File: config.mk
export PLATFORM = sky130hd
export DESIGN_NAME = pwr_state_seq
export DESIGN_NICKNAME = d
export VERILOG_FILES = /design/src/rtl/pss_pkg.sv /design/src/rtl/pss_ctrl.sv /design/src/rtl/pss_datapath.sv /design/src/rtl/pwr_state_seq.sv
export SDC_FILE = /design/constraint.sdc
export NUM_CORES = 1
export LEC_CHECK = 0
export ABC_AREA = 1
export CAP_MARGIN = 25
export CORE_AREA = 2 2 39 41
export DETAILED_ROUTE_END_ITERATION = 10
export DIE_AREA = 0 0 41 43
export PLACE_DENSITY = 0.68
export RECOVER_POWER = 100
export SYNTH_ARGS = -nofsm -noshare
export SYNTH_HDL_FRONTEND = slang
export SYNTH_HIERARCHICAL = 1
export SYNTH_SLANG_ARGS = --single-unit
File: constraint.sdc
create_clock -name clk -period 3.6 [get_ports clk]
set_input_delay 0.72 -clock clk [delete_from_list [all_inputs] [get_ports clk]]
set_output_delay 0.72 -clock clk [all_outputs]
set_load 0.005 [all_outputs]
File: src/rtl/pss_pkg.sv
package pss_pkg;

  localparam int STATE_W = 2;
  localparam int MODE_W  = 2;

  typedef enum logic [STATE_W-1:0] {
    PS_D0A  = 2'b00,
    PS_D3   = 2'b01,
    PS_READ = 2'b10,
    PS_D0U  = 2'b11
  } pwrState_e;

  typedef enum logic [MODE_W-1:0] {
    PHY_OFF  = 2'b00,
    PHY_LOW  = 2'b01,
    PHY_FULL = 2'b10
  } phyMode_e;

  localparam logic [STATE_W-1:0] WR_WAKE  = 2'b00;
  localparam logic [STATE_W-1:0] WR_SLEEP = 2'b11;

  // Strobes from the control to the datapath
  typedef struct packed {
    logic startRead;
    logic latchNvm;
    logic assertRst;
    logic releaseRst;
  } seqStrobe_t;

endpackage

File: src/rtl/pss_ctrl.sv
module pss_ctrl
  import pss_pkg::*;
(
  input  logic               clk,
  input  logic               rstN,
  input  logic               cfgWrValid,
  input  logic [STATE_W-1:0] cfgWrState,
  input  logic               cmdWrValid,
  input  logic               cmdMemEn,
  input  logic               cmdIoEn,
  input  logic               nvmDone,
  output pwrState_e          curState,
  output seqStrobe_t         strb
);

  pwrState_e stateQ, stateD;
  logic      pendQ;   // first read after reset not yet completed
  logic      kickQ;   // issue the initial read request after reset

  logic sleepReq, wakeReq, accessReq, nvmAccept;

  always_comb begin
    sleepReq  = cfgWrValid && (cfgWrState == WR_SLEEP);
    wakeReq   = cfgWrValid && (cfgWrState == WR_WAKE);
    accessReq = cmdWrValid && (cmdMemEn || cmdIoEn);
    nvmAccept = nvmDone && ((stateQ == PS_READ) || pendQ);
  end

  always_comb begin
    stateD = stateQ;
    strb   = '0;
    strb.startRead  = kickQ;
    strb.latchNvm   = nvmAccept;
    strb.releaseRst = nvmAccept;
    unique case (stateQ)
      PS_D0A: begin
        if (sleepReq) stateD = PS_D3;
      end
      PS_D3: begin
        if (wakeReq) begin
          stateD         = PS_READ;
          strb.startRead = 1'b1;
          strb.assertRst = 1'b1;
        end
      end
      PS_READ: begin
        if (nvmAccept) stateD = PS_D0U;
      end
      PS_D0U: begin
        if (accessReq && !pendQ) stateD = PS_D0A;
      end
      default: stateD = PS_D0U;
    endcase
  end

  always_ff @(posedge clk) begin
    if (!rstN) begin
      stateQ <= PS_D0U;
      pendQ  <= 1'b1;
      kickQ  <= 1'b1;
    end else begin
      stateQ <= stateD;
      kickQ  <= 1'b0;
      if (nvmAccept) pendQ <= 1'b0;
    end
  end

  assign curState = stateQ;

  AST_SLEEP_ENTRY: assert property (@(posedge clk) disable iff (!rstN)
    (stateQ == PS_D0A && sleepReq) |=> (stateQ == PS_D3));

  AST_SLEEP_HOLD: assert property (@(posedge clk) disable iff (!rstN)
    (stateQ == PS_D3 && !wakeReq) |=> (stateQ == PS_D3));

  AST_SLEEP_EXIT: assert property (@(posedge clk) disable iff (!rstN)
    (stateQ == PS_D3 && wakeReq) |=> (stateQ == PS_READ));

  AST_UNINIT_HOLD: assert property (@(posedge clk) disable iff (!rstN)
    (stateQ == PS_D0U && !cmdWrValid) |=> (stateQ == PS_D0U));

endmodule

File: src/rtl/pss_datapath.sv
module pss_datapath
  import pss_pkg::*;
(
  input  logic              clk,
  input  logic              rstN,
  input  pwrState_e         curState,
  input  seqStrobe_t        strb,
  input  logic              nvmWakeEn,
  input  logic              nvmSideEn,
  output logic              nvmStart,
  output logic              phyRst,
  output logic [MODE_W-1:0] phyMode,
  output logic              linkL1
);

  logic     startQ, phyRstQ, wakeQ, sideQ, lowPowerOk;
  phyMode_e modeD;

  always_ff @(posedge clk) begin
    if (!rstN) begin
      startQ  <= 1'b0;
      phyRstQ <= 1'b1;
      wakeQ   <= 1'b0;
      sideQ   <= 1'b0;
    end else begin
      startQ <= strb.startRead;
      if (strb.assertRst)       phyRstQ <= 1'b1;
      else if (strb.releaseRst) phyRstQ <= 1'b0;
      if (strb.latchNvm) begin
        wakeQ <= nvmWakeEn;
        sideQ <= nvmSideEn;
      end
    end
  end

  always_comb begin
    lowPowerOk = wakeQ || sideQ;
    modeD      = PHY_OFF;
    if (!phyRstQ) begin
      unique case (curState)
        PS_D0A:         modeD = PHY_FULL;
        PS_D3, PS_D0U:  modeD = lowPowerOk ? PHY_LOW : PHY_OFF;
        default:        modeD = PHY_OFF;
      endcase
    end
  end

  assign nvmStart = startQ;
  assign phyRst   = phyRstQ;
  assign phyMode  = modeD;
  assign linkL1   = (curState == PS_D3);

  AST_START_PULSE: assert property (@(posedge clk) disable iff (!rstN)
    startQ |=> !startQ);

  AST_RST_IN_READ: assert property (@(posedge clk) disable iff (!rstN)
    (curState == PS_READ) |-> phyRstQ);

  AST_RST_FREE_ACTIVE: assert property (@(posedge clk) disable iff (!rstN)
    (curState == PS_D0A) |-> !phyRstQ);

endmodule

File: src/rtl/pwr_state_seq.sv
module pwr_state_seq
  import pss_pkg::*;
(
  input  logic        clk,
  input  logic        rstN,
  input  logic        cfgWrValid,
  input  logic [1:0]  cfgWrState,
  input  logic        cmdWrValid,
  input  logic        cmdMemEn,
  input  logic        cmdIoEn,
  output logic        nvmStart,
  input  logic        nvmDone,
  input  logic        nvmWakeEn,
  input  logic        nvmSideEn,
  output logic        phyRst,
  output logic [1:0]  phyMode,
  output logic        linkL1,
  output logic [1:0]  pwrState
);

  pwrState_e  curState;
  seqStrobe_t strb;

  pss_ctrl uCtrl (
    .clk        (clk),
    .rstN       (rstN),
    .cfgWrValid (cfgWrValid),
    .cfgWrState (cfgWrState),
    .cmdWrValid (cmdWrValid),
    .cmdMemEn   (cmdMemEn),
    .cmdIoEn    (cmdIoEn),
    .nvmDone    (nvmDone),
    .curState   (curState),
    .strb       (strb)
  );

  pss_datapath uData (
    .clk       (clk),
    .rstN      (rstN),
    .curState  (curState),
    .strb      (strb),
    .nvmWakeEn (nvmWakeEn),
    .nvmSideEn (nvmSideEn),
    .nvmStart  (nvmStart),
    .phyRst    (phyRst),
    .phyMode   (phyMode),
    .linkL1    (linkL1)
  );

  assign pwrState = curState;

endmodule

Yosys cells after proc, flatten, opt, wreduce, memory -nomap -nowiden --
Cells that the tools add are included.
Word-level totals: flip-flop bits (word level) 8, output and inout bits 7, word-level logic and storage cells 43
Cells by class: equality and inequality tests 8, multiplexer cells 13, bitwise gates (word level) 1, reductions and logical operators 14
Operators by type and width (number):
- $mux 2 | 5
- $ne 2x1->1 const B | 4
- $pmux 2 s4 | 1
- $eq 2x2->1 const B | 3
- $mux 1 | 6
- $logic_and 1x1->1 | 5
- $logic_not 2->1 | 2
- $pmux 2 s2 | 1
- $reduce_and 4->1 | 1
- $reduce_or 2->1 | 2
- $logic_or 1x1->1 | 3
- $eq 2x1->1 const B | 1
- $logic_not 1->1 | 1
- $not 1->1 | 1

Logic depth before layout (Yosys ltp) --
depth in word-level cells 5, mapped depth 8, depth with buffers taken out 8

Hierarchy --
Netlist, hierarchy kept.
Modules (own cells, without submodules):
- pss_ctrl | instances 1, cells each 48, area an instance 326.6 um^2
- pss_datapath | instances 1, cells each 26, area an instance 165.2 um^2

Worst setup path before layout --
OpenSTA, ideal clock, no wires.
path kind reg2out, from reg uCtrl.stateQ[0] (netlist: uCtrl/curState[0]), to out phyMode[0], data arrival time 0.584 ns, required time 2.880 ns, setup slack 2.296 ns, stages on the path, launching flop included 3, cell sequence dfxtp_1 > nand2_1 > nor2_1
Between the ends: word-level cells in the longest chain between the ends 4, elaborated cells between the ends (all ways) 6, those cells by class eq/ne: 2; mux: 2; reduce/logical: 2
RTL lines:
- start: declaration | line pss_ctrl.sv:16 | pwrState_e stateQ, stateD;
- start signal: assignment | line pss_ctrl.sv:62 | stateQ <= stateD;
- $eq 2x1->1 / $eq 2x2->1 (equally long branches) | line pss_datapath.sv:40 | unique case (curState)
- $reduce_or 2->1 | line pss_datapath.sv:40
- $pmux 2 s2 (*) | line pss_datapath.sv:40
- $mux 2 (*) | line pss_datapath.sv:39 | if (!phyRstQ) begin
- end: declaration | line pwr_state_seq.sv:16 | output logic [1:0] phyMode,
Every way passes the cells marked *; elsewhere a longest branch is shown, timed or not.

Final worst setup path --
Same ends and word-level chain as after synthesis.

==> results by stage <==
Status:
- The run finished with clean final reports.

Hold path:
- The path class of the tightest hold or removal check is register to register.
- The instance count along the most critical hold path is 2.
- The worst hold path begins at uData/wakeQ.
- The path with the worst hold slack has its endpoint at uData/wakeQ.

Power and ir drop:
- The power density over the cells is 535 mW/mm².
- The highest ir drop seen on vdd is 304 µV.
- The portion of total power attributed to sequential cells is 34.7%.
- The fraction of power spent switching nets is 37.3%.
- Summed over all cells, the static leakage comes to 0.378 nW.
- The share of total power in the clock network is 18.3%.
- The relative contribution of combinational cells to total power is 47.0%.
- The reported net switching power is 0.000137 W.
- The internal power component is 0.000231 W.
- After layout, the design draws a total of 0.000367 W.

Clock tree:
- The count of hold-fix buffers inserted at cts is 0.
- After clock tree synthesis, the clock-pin slew on the worst setup and hold paths is 50 ps.
- The TritonCTS clock tree is built.
- The cell at the root of the clock tree is sky130_fd_sc_hd__clkbuf_4.
- Buffers added to address setup during post-CTS repair amount to 0.
- The number of clock sinks is 8.
- The latest clock arrival within the worst-skew pair is 250 ps.
- The post-cts resize count is 0.
- The number of clock buffers inserted by TritonCTS is 3.
- The largest buffer count on any clock path is 2.
- CTS built an H-tree with a depth of 1.

Yosys:
- The count of distinct cell types in the synthesized netlist is 17.
- The number of warnings printed during yosys synthesis is 6.
- The net count after synthesis is 90.
- The register bit total from synthesis is 8.
- The number of standard cells after synthesis is 74.
- Each instance of the synthesized netlist takes up on average 6.64 µm².
- The summed instance area of the synthesized netlist is 492 µm².
- After synthesis, flip-flops and latches occupy 32.6% of the total area.

Global routing:
- In the global route stage, overall resource usage came out at 11.2%.
- The initial antenna violation count is 0.
- After global routing the overflow that remains totals 0.
- The first global-routing pass estimated 1300 µm of wire.
- The via count of the first global-routing pass is 329.
- Entering global routing, the biggest net connects 9 pins.

Die:
- The floorplan step defined a core boundary enclosing 0.00138 mm².
- The site row count is 14.
- The effective utilization at floorplan is 35.5%.
- 18 I/O pins were placed.
- The die width is 41 µm.
- The die extent in y is 43 µm.
- The total die area is 0.00176 mm².

Worst setup path:
- By startpoint and endpoint, the worst setup path is classified as register to output pin.
- The beginning of the worst register-to-register path is uCtrl/curState[0].
- The highest net fanout along the worst path is 7.
- The setup check on the worst reg-to-reg path leaves a slack of 2210 ps.
- STA puts the critical path data required time at 2880 ps.
- The arrival time at the worst endpoint is 1430 ps.
- Tracing the worst setup path back leads to its startpoint at uCtrl/curState[0].
- The startpoint type of the worst setup path is a register.
- The worst register-to-register path ends at uCtrl/curState[1].
- The type of element capturing the critical path is an output pin.
- Measured in cells, the most critical reg-to-reg path has a length of 8.

Placement:
- The cell area after placement is 667 µm².
- The post-placement cell count is 105.
- The post-detailed-placement half-perimeter wirelength is 737 µm.
- Port buffering added 17 buffers.
- Routability-driven placement finished with a final weighted congestion of 0.827.

Timing:
- On the final layout, the worst clock skew is 5.12 ps.
- The number of hold violations in the final report is 0.
- The worst hold-check slack is 479 ps.
- Setup repair after global routing left no endpoint under its margin.
- The worst path in the final design needs a cycle of 2150 ps, including I/O delays and setup.
- Setup violations remaining at the end of the flow were counted as 0.
- The relative slew slack is 75.8%.
- The count of pins over their slew limit was 0.
- The fraction of the cycle the final worst path needs is 59.7%.
- The aggregate negative setup slack is 0 ps.
- For the pin with the worst max-slew slack, the measured transition is 363 ps.
- For this run, the top clock speed supported by timing is 465 MHz.

Final layout:
- The library cells used most frequently in the layout, excluding fill and tap cells, are 17 x sky130_fd_sc_hd__inv_1, 14 x sky130_fd_sc_hd__nand2_1, 11 x sky130_fd_sc_hd__nor2_1, 10 x sky130_fd_sc_hd__dlygate4sd3_1, 8 x sky130_fd_sc_hd__dfxtp_1.
- The final instance area is 687 µm².
- The final layout net count is 110.
- In the final layout, the share of cells above drive strength 1 is 6.52%.
- After the flow finishes, the layout carries non-filler instances totaling 108.
- The area growth from synthesis to layout is 39.7%.
- The most common cell after layout, fill and taps aside is sky130_fd_sc_hd__inv_1.
- Counting the fill cells in the layout gives 141.
- The number of antenna cells inserted is 0.

Route:
- The iteration-0 DRC count of the detailed router is 11.
- The first detailed-routing pass ran for 4 iterations.
- For this block, the via count after detailed routing is 446.
- The total wirelength of the detailed-routed design is 912 µm.
- The vias per cell is 4.13.
- The count of nets left with antenna violations after detail routing is 0.
- The routed wire length per instance is 8.44 µm.
- The residual DRC count is 0.

Run:
- Max-cap violations in this run came to 0.
critical path, stage by stage (launching register included):
cell	delay, ps
sky130_fd_sc_hd__dfxtp_1	450
sky130_fd_sc_hd__nand2_1	80
sky130_fd_sc_hd__nor2_1	80
sky130_fd_sc_hd__dlygate4sd3_1	560
layer usage:
layer	global-route usage [%]	part of all wire (%)	vias up
met5	0	0	-
met4	6.00	0	0
met3	4.71	9.4	0
met2	14.4	43	15
met1	15.2	47	178
li1	-	-	253
stage by stage:
stage          worst slack [ps]  utilization, %
2_1_floorplan              2300               -
3_3_place_gp               1770            48.2
3_5_place_dp               1730            48.2
4_1_cts                    1480            49.8
5_1_grt                    1330            49.6
6_report                   1450            49.6
area by class of cell:
| type | count | area, µm² | share of cell area, % |
|---|---|---|---|
| clock buffer | 3 | 22.5 | 3.28 |
| sequential | 8 | 160 | 23.3 |
| inverter | 18 | 67.6 | 9.84 |
| multi-input combinational | 46 | 246 | 35.9 |
| timing repair buffer | 17 | 170 | 24.8 |
| tap | 16 | 20.0 | 2.91 |
worst max-delay path by stage:
stage	to	slack [ps]	depth (start not counted)
CTS	phyMode[0]	1480	3
detailed placement	uData/sideQ	1730	6
finish	phyMode[0]	1450	3
global route	phyMode[0]	1330	3
floorplan	phyMode[0]	2300	2
global placement	phyMode[0]	1770	3
cell usage after synthesis, drive strengths merged:
master / number / share of area [%]
ha: 5 / 13
clkinv: 1 / 0.76
buf: 2 / 3.1
nor3: 1 / 1.0
nand3: 5 / 5.1
o21bai: 2 / 3.1
or2: 2 / 2.5
dfxtp: 8 / 33
nor2: 12 / 9.7
nand2: 15 / 12
o21ai: 2 / 2.0
a21oi: 2 / 2.0
inv: 17 / 13
sequential cells by signal, summed over array words and instances (netlist names):
name,count
uCtrl/curState,2
uCtrl/kickQ,1
uCtrl/pendQ,1
uData/nvmStart,1
uData/phyRst,1
uData/sideQ,1
uData/wakeQ,1
power groups by stage:
stage                     registers (W)  logic [W]  clock network, W
after floorplan                0.000126   0.000118                 0
after global placement         0.000129   0.000185                 0
after detailed placement       0.000130   0.000184                 0
after CTS                      0.000129   0.000185         0.0000699
after global routing           0.000132   0.000197         0.0000750
final                          0.000128   0.000173         0.0000672
logic make-up (layout without fill, tap and decap cells):
family | count (synthesis) | after routing | share of synthesized area [%]
and+or+nand+nor | 35 | 35 | 30.8
buffers and inverters | 20 | 38 | 16.8
DFF | 8 | 8 | 32.6
AOI/OAI and AO/OA | 6 | 6 | 7.12
adders and majority gates | 5 | 5 | 12.7
Note: power is estimated with default switching activity, not from simulation.
